===== config.mk =====
export PLATFORM = sky130hd
export DESIGN_NAME = fp8_widen
export DESIGN_NICKNAME = d
export VERILOG_FILES = /design/src/rtl/fp8_widen.sv
export SDC_FILE = /design/constraint.sdc
export NUM_CORES = 1
export LEC_CHECK = 0
export BUFFER_PORTS_ARGS = -buffer_cell sky130_fd_sc_hd__buf_2
export CORE_AREA = 4 4 41 43
export DETAILED_ROUTE_END_ITERATION = 6
export DIE_AREA = 0 0 45 47
export PLACE_DENSITY = 0.83
export SYNTH_ARGS = -nofsm -noshare
export SYNTH_HDL_FRONTEND = slang
export SYNTH_SLANG_ARGS = --single-unit
export TNS_END_PERCENT = 100

===== constraint.sdc =====
create_clock -name vclk -period 3.1
set_input_delay 0.31 -clock vclk [all_inputs]
set_output_delay 0.31 -clock vclk [all_outputs]
set_load 0.005 [all_outputs]

===== src/rtl/fp8_widen.sv =====
module fp8_widen #(
  parameter int WE = 4
) (
  input  logic [7:0]  code_i,
  input  logic        nonz_mode_i,
  input  logic        single_i,
  output logic [31:0] value_o
);
  localparam int WM       = 7 - WE;
  localparam int HALF_OFS = 16 - 2 ** (WE - 1) + 1;
  localparam int SGL_OFS  = 128 - 2 ** (WE - 1) + 1;

  logic          sgn;
  logic [WE-1:0] efld;
  logic [WM-1:0] mfld;
  logic [WM-1:0] mnorm;
  logic          shortcut;
  int            lead;
  int            ebase;

  assign sgn  = code_i[7];
  assign efld = code_i[6:WM];
  assign mfld = code_i[WM-1:0];

  always_comb begin
    lead = 0;
    for (int i = 0; i < WM; i++)
      if (mfld[i]) lead = i;
  end

  assign mnorm = (efld == '0) ? WM'(mfld << (WM - lead)) : mfld;
  assign ebase = (efld == '0) ? 1 - (WM - lead) : int'(efld);

  generate
    if (WE == 5) begin : g_pass
      assign shortcut = !nonz_mode_i && !single_i;
    end else begin : g_nopass
      assign shortcut = 1'b0;
    end
  endgenerate

  function automatic logic [31:0] pack(input logic s, input int ex,
                                       input logic [WM-1:0] mn,
                                       input int mw, input int ew);
    logic [31:0] f;
    int          e;
    f = 32'(mn) << (mw - WM);
    e = ex;
    if (e <= 0) begin
      f = (f | (32'd1 << mw)) >> (1 - e);
      e = 0;
    end
    return (32'(s) << (mw + ew)) | ((32'(e) & ((32'd1 << ew) - 1)) << mw)
         | (f & ((32'd1 << mw) - 1));
  endfunction

  always_comb begin
    if (code_i == 8'h00)
      value_o = '0;
    else if (code_i == 8'h80)
      value_o = nonz_mode_i ? (single_i ? 32'h7F80_0001 : 32'h0000_7C01)
                            : (single_i ? 32'h8000_0000 : 32'h0000_8000);
    else if (!nonz_mode_i && efld == '1)
      value_o = (mfld != '0) ? (single_i ? 32'h7F80_0001 : 32'h0000_7C01)
                             : (single_i ? {sgn, 31'h7F80_0000}
                                         : {16'h0, sgn, 15'h7C00});
    else if (shortcut)
      value_o = {16'h0, code_i, 8'h00};
    else if (single_i)
      value_o = pack(sgn, ebase + SGL_OFS - int'(nonz_mode_i) - 1, mnorm, 23, 8);
    else
      value_o = pack(sgn, ebase + HALF_OFS - int'(nonz_mode_i) - 1, mnorm, 10, 5);
  end
endmodule


==> qor.yml <==
p_switching_uw: 68.8
rows: 13
track_usage_pct: 15.1
wl_um: 1650
ir_worst_vdd_mv: 0.0884
gp_congestion: 0.850
diodes: 0
firstDrtPassIters: 4
nFlopsAndLatches: 0
dieWidth_um: 45
synthXorXnorAreaFrac_pct: 1.57
crit_top_cell: "inv_2"
crit_family: "simple AND/OR/NAND/NOR gates"
die-area_um2: 2120
met3_wirelength_um: 194
crit_slowest_cell: "or4_4"
core_um2: 1300
top_layer: "met3"
wire_per_inst_um: 11.6
num_io_pins: 42
antenna_found_initial: 0
required_ns: 2.79
die_h_um: 47
path_depth: 14
place_area_um2: 767
min_path_type: "input pin to primary output"
syn_inst: 87
synth.area.top_cells: "a21oi_1 (15%), buf_4 (13%), ha_1 (9.0%)"
fill_cells: 112
setup_viol: 0
initial_core_util_pct: 42.8
first_global_vias: 607
syn_avg_cell_area_um2: 6.40
ys_warn_count: 0
maxClockFrequency_mhz: 323
synth_top_area_share_pct: 15.3
pwr-share-clk_pct: 0
pwr-share-comb_pct: 100.0
drc_errors: 0
cp-endpoint: "value_o[8]"
final_max_slew_viol_count: 0
cellPowerDensity_nw_per_um2: 163
p_leak_nw: 0.460
viasPerCell: 5.10
status: "completed"
postCtsHoldBufs: 0
cp_slowest_stage_delay_ns: 0.55
dpl.hpwl_um: 1340
synth_fa_ha_area_share_pct: 12.6
yosys.area.top_type: "a21oi_1"
yosysMostFrequentCell: "a21oi_1"
antenna_left: 0
grt_overflow: 0
vias: 730
synthTopCellsByCount: "a21oi_1 (17), buf_4 (10), nor2_1 (8)"
fin_area_um2: 838
yosys.area_share.simple_pct: 36.2
end_kind: "primary output"
fin_tns_setup_ns: 0
multi_input_area_um2: 531
cap_violations: 0
grt_pass1_wl_um: 2530
finalHoldViolCount: 0
synth_top_family_by_area: "simple AND/OR/NAND/NOR gates"
synthMuxAreaShare_pct: 0
seq_power_share_pct: 0
drt_iter0_drc: 13
layout.nets: 145
wl_met2_um: 787
area_growth_pct: 50.6
grt_max_degree: 14
switching_share_pct: 50.4
startpoint: "code_i[5]"
critPathKind: "input pin to primary output"
intPower_uw: 67.8
netlist_area_um2: 557
wl_met1_um: 671
ys_seq_area_share_pct: 0
register_area_um2: 0
crit_chain: "buf_6 -> or4_4 -> nor2_4 -> a21oi_2 -> ha_2 -> inv_2 -> ha_4 -> inv_2 -> fa_2 -> xor2_1 -> and3_1 -> o211a_1 -> nor4_2 -> buf_2"
worstPathArrival_ns: 2.79
crit_path_max_fanout: 3
final_util_pct: 64.4
yosys.cell_types.count: 32
cp_num_buf_inv: 4
io_buffers: 32
clkbuf_count: 0
drive_gt1_share_pct: 46.9
worstSetupStartpointType: "input pin"
hold_ws_ns: 0.952
synth_compound_area_share_pct: 29.0
min_period_ns: 3.10
min_period_over_period_pct: 99.9
grt_setup_unrepaired: "yes"
logic make-up after synthesis:
kind of cell / after synthesis
buffers and inverters: 19
AO/OA/AOI/OAI: 26
XOR/XNOR: 1
AND/OR/NAND/NOR: 35
adder cells (fa/ha/maj): 5
other: 1
stage by stage:
step | setup WS, ns | std cells | total power [mW]
2_1_floorplan | 0.0514 | 96 | 0.0729
3_3_place_gp | -0.0163 | 142 | 0.119
3_5_place_dp | -0.0634 | 142 | 0.122
4_1_cts | -0.0596 | 143 | 0.132
5_1_grt | -0.111 | 143 | 0.152
6_report | 0.00199 | 143 | 0.137
power by group through the flow:
stage | Sequential, mW | Clock [mW] | Combinational [mW]
6_report | 0 | 0 | 0.137
5_1_grt | 0 | 0 | 0.152
4_1_cts | 0 | 0 | 0.132
3_5_place_dp | 0 | 0 | 0.122
3_3_place_gp | 0 | 0 | 0.119
2_1_floorplan | 0 | 0 | 0.0729
placed cells by master, fill, tap and decap left out, types with 3 or more instances in the layout:
master | Yosys | routed
a21oi_1 | 17 | 16
nor2_1 | 8 | 8
inv_1 | 5 | 3
inv_2 | 2 | 4
or2_1 | 4 | 3
conb_1 | 1 | 10
nand3_1 | 4 | 4
buf_4 | 10 | 12
buf_2 | 2 | 30
nand2_1 | 5 | 5
worst min-delay path by stage:
stage	depth (start not counted)	to	startpoint	slack [ns]
2_1_floorplan	1	value_o[15]	single_i	0.65
3_3_place_gp	3	value_o[15]	single_i	0.93
3_5_place_dp	3	value_o[15]	single_i	0.93
4_1_cts	3	value_o[15]	single_i	0.93
5_1_grt	3	value_o[15]	single_i	0.96
6_report	3	value_o[15]	single_i	0.95
layer usage:
| metal | global-route usage, % | up-vias |
|---|---|---|
| met1 | 19.7 | 323 |
| met4 | 0 | 0 |
| li1 | - | 371 |
| met3 | 1.53 | 0 |
| met5 | 0 | - |
| met2 | 28.5 | 36 |
timing repair:
| action | in CTS | in global routing |
|---|---|---|
| setup endpoints to repair | 3 | 4 |
| buffers inserted | 1 | 0 |
| pin swaps | 6 | 1 |
| gates resized for setup | 10 | 5 |
cell type report:
type | count | area share, %
Multi-Input combinational cell | 77 | 63.3
Inverter | 7 | 3.13
Tap cell | 15 | 2.24
Timing Repair Buffer | 44 | 31.3
No activity file was read; power rests on OpenSTA's default activity.
